<file path="src/rtl/reg_slave_pkg.sv">
package reg_slave_pkg;

  typedef enum logic [2:0] {
    ST_IDLE,
    ST_WAIT,
    ST_ARM,
    ST_ACK,
    ST_TERM
  } slvStateT;

  typedef struct packed {
    logic latch;    // capture address and direction
    logic drive;    // start driving read data
    logic write;    // store write data
    logic release_; // drop all driven outputs
  } ctlStrobeT;

endpackage

</file>
<file path="src/rtl/reg_slave_fsm.sv">
module reg_slave_fsm
  import reg_slave_pkg::*;
#(
  parameter int SYNC_STAGES = 2,
  parameter int ACK_TO_TERM = 2
) (
  input  logic      clk,
  input  logic      rstN,
  input  logic      csN,
  input  logic      strobeN,
  input  logic      masterOwn,
  input  logic      masterCycEnd,
  output logic      slvAckN,
  output logic [1:0] sizeAckN,
  output logic      busYield,
  output ctlStrobeT ctl
);

  localparam int CNT_W = (ACK_TO_TERM > 1) ? $clog2(ACK_TO_TERM) : 1;
  localparam logic [CNT_W-1:0] CNT_LAST = CNT_W'(ACK_TO_TERM - 1);

  logic [SYNC_STAGES-1:0] csPipe;
  logic csSync;

  generate
    if (SYNC_STAGES == 1) begin : g_sync1
      always_ff @(posedge clk or negedge rstN) begin
        if (!rstN) csPipe <= '0;
        else       csPipe <= ~csN;
      end
    end else begin : g_syncN
      always_ff @(posedge clk or negedge rstN) begin
        if (!rstN) csPipe <= '0;
        else       csPipe <= {csPipe[SYNC_STAGES-2:0], ~csN};
      end
    end
  endgenerate

  assign csSync = csPipe[SYNC_STAGES-1];

  slvStateT state, stateNext;
  logic [CNT_W-1:0] cnt, cntNext;
  logic slvAckNext, yieldNext;
  logic [1:0] sizeNext;
  logic endReq;

  assign endReq = strobeN || !csSync;

  always_comb begin
    stateNext  = state;
    cntNext    = cnt;
    slvAckNext = slvAckN;
    sizeNext   = sizeAckN;
    yieldNext  = busYield;
    ctl        = '0;
    unique case (state)
      ST_IDLE: begin
        if (csSync && !strobeN) begin
          ctl.latch = 1'b1;
          if (masterOwn) begin
            stateNext = ST_WAIT;
            yieldNext = 1'b1;
          end else begin
            stateNext = ST_ARM;
          end
        end
      end
      ST_WAIT: begin
        if (endReq) begin
          stateNext = ST_IDLE;
          yieldNext = 1'b0;
          ctl.release_ = 1'b1;
        end else if (masterCycEnd) begin
          stateNext = ST_ARM;
          yieldNext = 1'b0;
        end
      end
      ST_ARM: begin
        if (endReq) begin
          stateNext = ST_IDLE;
          ctl.release_ = 1'b1;
        end else begin
          stateNext  = ST_ACK;
          slvAckNext = 1'b0;
          cntNext    = '0;
          ctl.drive  = 1'b1;
        end
      end
      ST_ACK: begin
        if (endReq) begin
          stateNext  = ST_IDLE;
          slvAckNext = 1'b1;
          ctl.release_ = 1'b1;
        end else if (cnt == CNT_LAST) begin
          stateNext = ST_TERM;
          sizeNext  = 2'b00;
          ctl.write = 1'b1;
        end else begin
          cntNext = cnt + 1'b1;
        end
      end
      ST_TERM: begin
        if (endReq) begin
          stateNext  = ST_IDLE;
          slvAckNext = 1'b1;
          sizeNext   = 2'b11;
          ctl.release_ = 1'b1;
        end
      end
      default: stateNext = ST_IDLE;
    endcase
  end

  always_ff @(posedge clk or negedge rstN) begin
    if (!rstN) begin
      state    <= ST_IDLE;
      cnt      <= '0;
      slvAckN  <= 1'b1;
      sizeAckN <= 2'b11;
      busYield <= 1'b0;
    end else begin
      state    <= stateNext;
      cnt      <= cntNext;
      slvAckN  <= slvAckNext;
      sizeAckN <= sizeNext;
      busYield <= yieldNext;
    end
  end

endmodule

</file>
<file path="src/rtl/reg_slave_dp.sv">
module reg_slave_dp
  import reg_slave_pkg::*;
#(
  parameter int ADDR_W = 6,
  parameter int DATA_W = 16
) (
  input  logic              clk,
  input  logic              rstN,
  input  ctlStrobeT         ctl,
  input  logic [ADDR_W-1:0] regAddr,
  input  logic              rdWr,
  input  logic [DATA_W-1:0] dataIn,
  output logic [DATA_W-1:0] rdData,
  output logic              rdDataOe
);

  localparam int DEPTH = 1 << ADDR_W;

  logic [DATA_W-1:0] regs [DEPTH];
  logic [ADDR_W-1:0] addrQ;
  logic              isReadQ;

  always_ff @(posedge clk or negedge rstN) begin
    if (!rstN) begin
      addrQ   <= '0;
      isReadQ <= 1'b0;
    end else if (ctl.latch) begin
      addrQ   <= regAddr;
      isReadQ <= rdWr;
    end
  end

  always_ff @(posedge clk or negedge rstN) begin
    if (!rstN) begin
      rdData   <= '0;
      rdDataOe <= 1'b0;
    end else if (ctl.release_) begin
      rdData   <= '0;
      rdDataOe <= 1'b0;
    end else if (ctl.drive && isReadQ) begin
      rdData   <= regs[addrQ];
      rdDataOe <= 1'b1;
    end
  end

  always_ff @(posedge clk or negedge rstN) begin
    if (!rstN) begin
      for (int i = 0; i < DEPTH; i++) regs[i] <= '0;
    end else if (ctl.write && !isReadQ) begin
      regs[addrQ] <= dataIn;
    end
  end

endmodule

</file>
<file path="src/rtl/reg_slave_ctrl.sv">
module reg_slave_ctrl
  import reg_slave_pkg::*;
#(
  parameter int ADDR_W      = 6,
  parameter int DATA_W      = 16,
  parameter int SYNC_STAGES = 2,
  parameter int ACK_TO_TERM = 2
) (
  input  logic              clk,
  input  logic              rstN,
  input  logic              csN,
  input  logic              strobeN,
  input  logic              rdWr,
  input  logic [ADDR_W-1:0] regAddr,
  input  logic [DATA_W-1:0] dataIn,
  input  logic              masterOwn,
  input  logic              masterCycEnd,
  output logic              slvAckN,
  output logic [1:0]        sizeAckN,
  output logic [DATA_W-1:0] rdData,
  output logic              rdDataOe,
  output logic              busYield
);

  ctlStrobeT ctl;

  reg_slave_fsm #(
    .SYNC_STAGES(SYNC_STAGES),
    .ACK_TO_TERM(ACK_TO_TERM)
  ) i_fsm (
    .clk(clk), .rstN(rstN), .csN(csN), .strobeN(strobeN),
    .masterOwn(masterOwn), .masterCycEnd(masterCycEnd),
    .slvAckN(slvAckN), .sizeAckN(sizeAckN), .busYield(busYield), .ctl(ctl)
  );

  reg_slave_dp #(
    .ADDR_W(ADDR_W),
    .DATA_W(DATA_W)
  ) i_dp (
    .clk(clk), .rstN(rstN), .ctl(ctl), .regAddr(regAddr), .rdWr(rdWr),
    .dataIn(dataIn), .rdData(rdData), .rdDataOe(rdDataOe)
  );

endmodule

</file>
<file path="config.mk">
export PLATFORM = sky130hd
export DESIGN_NAME = reg_slave_ctrl
export DESIGN_NICKNAME = d
export VERILOG_FILES = /design/src/rtl/reg_slave_pkg.sv /design/src/rtl/reg_slave_fsm.sv /design/src/rtl/reg_slave_dp.sv /design/src/rtl/reg_slave_ctrl.sv
export SDC_FILE = /design/constraint.sdc
export NUM_CORES = 1
export LEC_CHECK = 0
export BUFFER_PORTS_ARGS = -buffer_cell sky130_fd_sc_hd__buf_2
export CORE_ASPECT_RATIO = 2
export CORE_MARGIN = 2
export CORE_UTILIZATION = 50
export DETAILED_ROUTE_END_ITERATION = 8
export GPL_TIMING_DRIVEN = 0
export MAX_ROUTING_LAYER = met4
export PLACE_DENSITY = 0.63
export SYNTH_ARGS = -nofsm -noshare
export SYNTH_HDL_FRONTEND = slang
export SYNTH_SLANG_ARGS = --single-unit
</file>
<file path="constraint.sdc">
create_clock -name clk -period 3 [get_ports clk]
set_clock_uncertainty 0.2 [all_clocks]
set_input_delay 0.6 -clock clk [delete_from_list [all_inputs] [get_ports clk]]
set_output_delay 0.6 -clock clk [all_outputs]
set_load 0.02 [all_outputs]
</file>
==> results.md, run 1 <==
* Min Tclk post-route at roughly 3.0 ns
* Clock transition at the registers of the reported paths at approximately 0.070 ns
* Via/cell ratio at roughly 6.4
* Leak at 0.0272 uW
* Die height at 444 um
* CP required at between 3 and 4 ns
* Post-synth top area share at between 50 and 60%
* Drt initial violations at between 2000 and 3000
* H-tree lvl count at 3
* Clk pwr share at 31.8%
* Area of the mapped netlist at a little under 50000 um2
* Initial Util at around half
* First-pass GRT wire length at between 200000 and 250000 um
* Total power per unit cell area at a little over 700 nW/um2
* Main synth FF type: dfrtp_1
* # clock sinks at 1057
* Max-slew violations at 21
* Peak supply drop at around 0.55 mV
* Sequential fraction of the synthesis area at a little over half
* Least-Margin Pin Slew at about 1.5 ns
* Final Wtd Congestion at between 0.9 and 1
* Synth top area cells: dfrtp_1 55%, mux2_2 24%, mux2i_1 5.3%, o32ai_1 1.8%, clkbuf_1 1.7%
* Count leader, synth: dfrtp_1
* Outcome: finished, violations left
* Mapped Avg Cell Area at ~13 um2
* Setup WS pre-CTS at -1.91 ns
* WHS at -0.332 ns
* Startpoint types: register
* Worst Setup SP: i_dp.addrQ[1]$_DFFE_PN0P_
* Post-DR wirelength/cell at ~33 um
* Post-Synth Adder-Cell Area at 0%
* Synth async-reset ratio at 100%
* Final net count at between 3000 and 4000
* Compound-cell area share of the yosys netlist at 9.16%
* CORE AREA at between 90000 and 100000 um2
* CTS Buf Count at 94
* CP Capture Type: register
* Initial antenna violation count at 7
* Final setup viols at 11
* HP Class: in2async
* Post-Synth Simple-Gate Area at 2.99%
* Share of post-route cells with drive strength above 1 at between 40% and 50%
* CTS tree: built
* Clk_lat worst skew at between 0.7 and 0.8 ns
* Final HPWL DP at ~120000 um
* Placement row count at about 160
* Post-synthesis mux area share at 29.3%
* # DRC at 0
* EDFF count, synth at 0
* Post-synth top cells: 1055 x dfrtp_1, 1031 x mux2_2, 256 x mux2i_1
* Critical Path AT at around 3.4 ns
* Syn Nets at 3707
* Netlist cell types at 46
* R2R Path Start: i_dp.addrQ[1]$_DFFE_PN0P_
* Largest net degree at the start of global routing at around 170
* Sw power at 15000 uW
* Pwr Total at 40500 uW
* Clk buf depth at 3
* Number of global-route vias before repair at around 34000
* GRT Util Overall at 34.9%
* Area leader, netlist: dfrtp_1
* Highest clock rate at 330 MHz
* Crit Path Max Fanout at 10
* Unrepaired setup endpoints after global routing: yes
* IO buf count at 33
* Clk Tree Root Cell: clkbuf_16
* Seq pwr share at approximately 36%
* DRT antenna net count at 0
* Max_cap viols at 3
* Initial DRT Pass Iterations at 7
* Post-Synthesis Cells at around 3700
* Combinational share of power at 32.3%
* WL final at between 150000 and 200000 um
* Number of synthesized register bits at 1057
* Largest family of logic cells by synthesized area: multiplexers
* Final hold vios at between 100 and 150
* Pint at approximately 26000 uW
* Die ar. at a little under 100000 um2
* Sw frac at between 30% and 40%
* Post-Synth XOR/XNOR Area at 0%
* CP Class: reg2reg
* Hold Buf Count CTS at 8
* Fin worst setup slack at -0.0340 ns
* I/O pin cnt at 50
* Layout area overhead at 15.7%
* Violated checks: hold timing, capacitance limit, slew limit, setup timing
* Slew margin rel. at -1.08%
* Yosys warning count at 0
* Remaining global-route overflow at 0
* Period utilization at 101%
* Vias at 33000
* Chip Width at roughly 220 um
-- cells in the final DEF (no fill, tap or decap), types with 79 or more instances in the layout --
| cell | n |
|---|---|
| a221oi_1 | 85 |
| buf_2 | 79 |
| clkbuf_1 | 139 |
| clkbuf_16 | 101 |
| dfrtp_1 | 1053 |
| inv_1 | 100 |
| mux2_2 | 1031 |
| mux2i_1 | 240 |
| nand2_1 | 123 |
| o22ai_1 | 106 |
| o32ai_1 | 97 |
-- final cells by class --
| cell class | instances | area [um2] |
|---|---|---|
| antenna | 4 | 10.0 |
| buffer | 350 | 2240 |
| clock buffer | 139 | 2770 |
| clock inverter | 35 | 433 |
| fill | 7765 | 40100 |
| inverter | 100 | 375 |
| multi-input combinational | 2165 | 21600 |
| sequential | 1057 | 26500 |
| tap | 1222 | 1530 |
| timing repair buffer | 60 | 621 |
-- sequential cells by signal, summed over array words and instances, names as in the netlist --
signal          cells
i_fsm.slvAckN       1
i_fsm.state         3
i_dp.regs        1024
i_fsm.busYield      1
i_fsm.sizeAckN      1
i_dp.isReadQ        1
i_dp.rdDataOe       1
i_dp.addrQ          6
i_fsm.cnt           1
i_dp.rdData        16
i_fsm.csPipe        2
-- through the flow --
stage          area [um2]  cells  util [%]  hold WS (ns)  TNS [ns]
5_1_grt             56000   5131      58.3        -0.281    -0.267
3_3_place_gp        50100   4933      52.2         0.139         -
4_1_cts             55400   5122      57.7        -0.288    -12.29
3_5_place_dp        50300   4940      52.4         0.147   -659.69
2_1_floorplan       48400   3678         -         0.104         0
6_report            56000   5132      58.3        -0.332    -0.216
-- layer usage --
| layer | global-route usage (%) | up-vias | part of all wire [%] |
|---|---|---|---|
| li1 | - | 13900 | - |
| met1 | 36.9 | 17400 | 35 |
| met2 | 59.2 | 1172 | 51 |
| met3 | 5.13 | 498 | 4.9 |
| met4 | 25.2 | 0 | 8.8 |
| met5 | - | - | 0 |
-- what timing repair did --
| item | 4_1_cts | 5_1_grt |
|---|---|---|
| setup buffers | 3 | 6 |
| gates resized for setup | 506 | 170 |
| endpoints found under the hold margin | 144 | 136 |
| endpoints found under the setup margin | 1041 | 913 |
| cloned | 0 | 3 |
| pin swaps | 60 | 31 |
-- kinds of logic (layout without fill, tap and decap cells) --
logic type,count (synthesis),in the layout
compound gates,584,584
other cells,0,4
simple gates,294,294
flops,1057,1057
mux,1287,1287
buf+inv,456,684
-- path summary, 6_finish.rpt --
| kind | to | slack, ns | cells past startpoint |
|---|---|---|---|
| worst max-delay path | i_dp.regs[762]$_DFFE_PN0P_ | -0.03 | 7 |
| worst min-delay path | i_dp.regs[778]$_DFFE_PN0P_ | -0.33 | 1 |
| worst max register to register | i_dp.regs[762]$_DFFE_PN0P_ | -0.03 | 7 |
| worst min register to register | i_fsm.csPipe[1]$_DFF_PN0_ | 0.16 | 0 |
| max in group asynchronous | i_dp.addrQ[1]$_DFFE_PN0P_ | 0.48 | 4 |
| min in group clk | i_dp.addrQ[0]$_DFFE_PN0P_ | 0.04 | 2 |
-- critical path: stages (launching register included) --
cell	delay, ns
dfrtp_2	0.45
buf_12	0.17
or2_2	0.33
buf_2	0.23
nor2_4	0.49
nand2_2	0.34
clkbuf_4	0.34
mux2_2	0.31
-- power groups by stage --
stage / registers, uW / clock network, uW / logic (uW)
2_1_floorplan: 14800 / 0 / 5770
4_1_cts: 14500 / 13000 / 12400
5_1_grt: 14500 / 13500 / 13400
3_3_place_gp: 14800 / 0 / 10800
6_report: 14500 / 12900 / 13100
3_5_place_dp: 14800 / 0 / 10800
Power figures use the tool's default switching activity.
==> run 2: changes to the inputs <==
SYNTH_HIERARCHICAL = 1   (was unset)
==> results.md, run 2 <==
* Combinational share of power at 24.1% (was 32.3%)
* # clock sinks at 1057 (unchanged)
* CP Class: reg2reg (unchanged)
* Synth top area cells: dfrtp_1 55%, mux2_2 24%, a22oi_1 2.7%, a221oi_1 2.6%, mux4_2 1.8% (was dfrtp_1 55%, mux2_2 24%, mux2i_1 5.3%, o32ai_1 1.8%, clkbuf_1 1.7%)
* Count leader, synth: dfrtp_1 (unchanged)
* Least-Margin Pin Slew at 1.12 ns (was 1.52 ns)
* H-tree lvl count at 3 (unchanged)
* Die height at 443 um (was 444 um)
* Final hold vios at 0 (was 136)
* Initial Util at 50.3% (was 50.4%)
* Startpoint types: register (unchanged)
* Clk pwr share at 37.3% (was 31.8%)
* Initial antenna violation count at 14 (was 7)
* Die ar. at 99100 um2 (was 99500 um2)
* Number of global-route vias before repair at 35600 (was 34100)
* Critical-path top delay cell: dfrtp_2 (was nor2_4)
* Largest net degree at the start of global routing at 169 (unchanged)
* Crit Path Max Fanout at 10 (unchanged)
* EDFF count, synth at 0 (unchanged)
* Pint at 24200 uW (was 25600 uW)
* Yosys warning count at 6 (was 0)
* Design Area, Final at 57100 um2 (was 56000 um2)
* Crit-path leading delay family: compound AO/OA/AOI/OAI gates (was simple AND/OR/NAND/NOR gates)
* Crit-path cells: and2_2 -> buf_6 -> buf_6 -> a22oi_1 -> o32ai_1 -> a2111oi_1 -> nand4_1 -> o31a_1 (was buf_12 -> or2_2 -> buf_2 -> nor2_4 -> nand2_2 -> clkbuf_4 -> mux2_2)
* Sequential fraction of the synthesis area at 54.9% (was 54.6%)
* Peak supply drop at 0.727 mV (was 0.549 mV)
* Unrepaired setup endpoints after global routing: yes (unchanged)
* CP required at 3.42 ns (was 3.38 ns)
* Syn Nets at 3555 (was 3707)
* CTS tree: built (unchanged)
* Remaining global-route overflow at 0 (unchanged)
* Max_cap viols at 0 (was 3)
* Most common cell after layout, fill and taps aside: dfrtp_1 (unchanged)
* Top reg by flops: i_dp/regs (was i_dp.regs)
* Layout area overhead at 18.4% (was 15.7%)
* Final core occ at 59.5% (was 58.3%)
* Vias at 36000 (was 33000)
* M1 WL at 82600 um (was 58400 um)
* Commonest non-fill, non-tap cells in the layout: 1054 x dfrtp_1, 1047 x mux2_2, 167 x a22oi_1 (was 1053 x dfrtp_1, 1031 x mux2_2, 240 x mux2i_1)
* Final setup viols at 22 (was 11)
* CORE AREA at 95900 um2 (was 96100 um2)
* Period utilization at 103% (was 101%)
* Number of synthesized register bits at 1057 (unchanged)
* WL met2 at 103000 um (was 86100 um)
* Final Wtd Congestion at 1.02 (was 0.999)
* HP Class: in2reg (was in2async)
* Seq pwr share at 38.6% (was 35.9%)
* DRT antenna net count at 0 (unchanged)
* Main synth FF type: dfrtp_1 (unchanged)
* Placement row count at 161 (unchanged)
* Setup TNS at -0.729 ns (was -0.216 ns)
* Max-slew violations at 0 (was 21)
* Drt initial violations at 4706 (was 2699)
* Total power per unit cell area at 653 nW/um2 (was 724 nW/um2)
* Sw power at 13000 uW (was 15000 uW)
* Synth async-reset ratio at 100% (unchanged)
* Area leader, netlist: dfrtp_1 (unchanged)
* Clk buf depth at 3 (unchanged)
* WHS at 0.0686 ns (was -0.332 ns)
* CTS Buf Count at 96 (was 94)
* Top flop regs: i_dp/regs: 1024 flops, i_dp/rdData: 16 flops, i_dp/addrQ: 6 flops (was i_dp.regs: 1024 flops, i_dp.rdData: 16 flops, i_dp.addrQ: 6 flops)
* Clock transition at the registers of the reported paths at 0.07 ns (about the same)
* Area of the mapped netlist at 48200 um2 (was 48400 um2)
* Crit-path most repeated cell: buf_6
* Slowest cell delay on critical path at 0.46 ns (was 0.49 ns)
* Post-Synthesis Cells at 3526 (was 3678)
* Critical Path AT at 3.52 ns (was 3.42 ns)
* Initial DRT Pass Iterations at 6 (was 7)
* Via/cell ratio at 7.09 (was 6.42)
* Mapped Avg Cell Area at 13.7 um2 (was 13.2 um2)
* Violated checks: setup timing (was hold timing, capacitance limit, slew limit, setup timing)
* GRT Util Overall at 49.1% (was 34.9%)
* Post-synth top cells: 1055 x dfrtp_1, 1047 x mux2_2, 174 x a22oi_1 (was 1055 x dfrtp_1, 1031 x mux2_2, 256 x mux2i_1)
* Post-synth top area share at 54.8% (was 54.5%)
* Max reg flops at 1024 (unchanged)
* Met3 Wirelength at 20300 um (was 8240 um)
* WL final at 235000 um (was 167000 um)
* Post-placement cell area at 50300 um2 (about the same)
* Final HPWL DP at 168000 um (was 122000 um)
* Buf/Inv on CP at 2 (was 3)
* Chip Width at 224 um (about the same)
* Top Layer Used: met4 (unchanged)
* CP Capture Type: register (unchanged)
* Highest clock rate at 323 MHz (was 330 MHz)
* Min Tclk post-route at 3.10 ns (was 3.03 ns)
* Fin worst setup slack at -0.0974 ns (was -0.0340 ns)
* Leak at 0.0270 uW (was 0.0272 uW)
* Outcome: finished, violations left (unchanged)
* Share of post-route cells with drive strength above 1 at 47.5% (was 43.4%)
* First-pass GRT wire length at 314000 um (was 241000 um)
* I/O pin cnt at 50 (unchanged)
* Pwr Total at 37300 uW (was 40500 uW)
* # DRC at 0 (unchanged)
* Clk_lat worst skew at 0.74 ns (was 0.73 ns)
* Clk Tree Root Cell: clkbuf_16 (unchanged)
* IO buf count at 33 (unchanged)
* Sw frac at 35.0% (was 36.9%)
* Slew margin rel. at 25.3% (was -1.08%)
* Post-DR wirelength/cell at 46.3 um (was 32.6 um)
* Netlist cell types at 78 (was 46)
* Final net count at 3781 (was 3857)
[run 2: path summary, 6_finish.rpt]
path | startpoint | endpoint | slack, ns | cells after the start
max | i_dp/addrQ[0]$_DFFE_PN0P_ | i_dp/rdData[15]$_DFFE_PN0P_ | -0.1 | 8
min | strobeN | i_fsm/state[1]$_DFFE_PN0P_ | 0.07 | 3
max reg2reg | i_dp/addrQ[0]$_DFFE_PN0P_ | i_dp/rdData[15]$_DFFE_PN0P_ | -0.1 | 8
min reg2reg | i_fsm/csPipe[0]$_DFF_PN0_ | i_fsm/csPipe[1]$_DFF_PN0_ | 0.15 | 0
max in group asynchronous | rstN | i_dp/regs[771]$_DFFE_PN0P_ | 0.23 | 5
min in group asynchronous | rstN | i_dp/regs[85]$_DFFE_PN0P_ | 0.19 | 2
[run 2: metal layers]
layer	track usage [%]	up-vias
met5	-	-
li1	-	13700
met2	70.6	2315
met1	56.6	19100
met3	11.2	839
met4	46.1	0
[run 2: cell families after synthesis]
group / Yosys count / share of synthesized area (%)
buffers and inverters: 369 / 3.91
DFF: 1057 / 54.9
and+or+nand+nor: 297 / 3.17
AOI/OAI and AO/OA: 651 / 10.1
muxes: 1151 / 27.9
xor gates and xnor gates: 1 / 0.0182
[run 2: per-stage QoR]
step | setup slack [ns] | cells
after floorplan | 0.0818 | 3526
after global placement | -21.89 | 4781
after detailed placement | -2.15 | 4795
after CTS | -0.0468 | 5058
after global routing | -0.112 | 5066
final | -0.0974 | 5074
[run 2: final cells by class]
class                   instances  area (um2)
fillers                      7715       38800
flip-flops and latches       1057       26500
multi-input cells            2100       21100
plain buffers                 352        2950
clock buffers                 135        2770
well taps                    1222        1530
repair buffers                140        1470
clock inverters                45         723
diodes                         18        45.0
inverters                       5        18.8
[run 2: repair_timing]
item                                     CTS  global route
hold endpoints to repair                  60             1
setup buffers                             78             1
endpoints found under the setup margin  1043           957
gates resized for setup                  610           131
hold buffers                              11             1
cloned                                     1             1
pin swaps                                 52            10
[run 2: worst register-to-register path, cell delays in order (launching register included)]
cell       delay [ns]
dfrtp_2          0.46
and2_2           0.32
buf_6            0.23
buf_6            0.25
a22oi_1          0.39
o32ai_1          0.22
a2111oi_1        0.36
nand4_1          0.23
o31a_1           0.34
[run 2: power groups by stage]
stage | clock network [uW] | registers (uW) | logic (uW)
after CTS | 14000 | 14400 | 8260
after floorplan | 0 | 14600 | 2650
final | 13900 | 14400 | 8990
after global routing | 14600 | 14400 | 8640
after global placement | 0 | 14700 | 7240
after detailed placement | 0 | 14600 | 7330
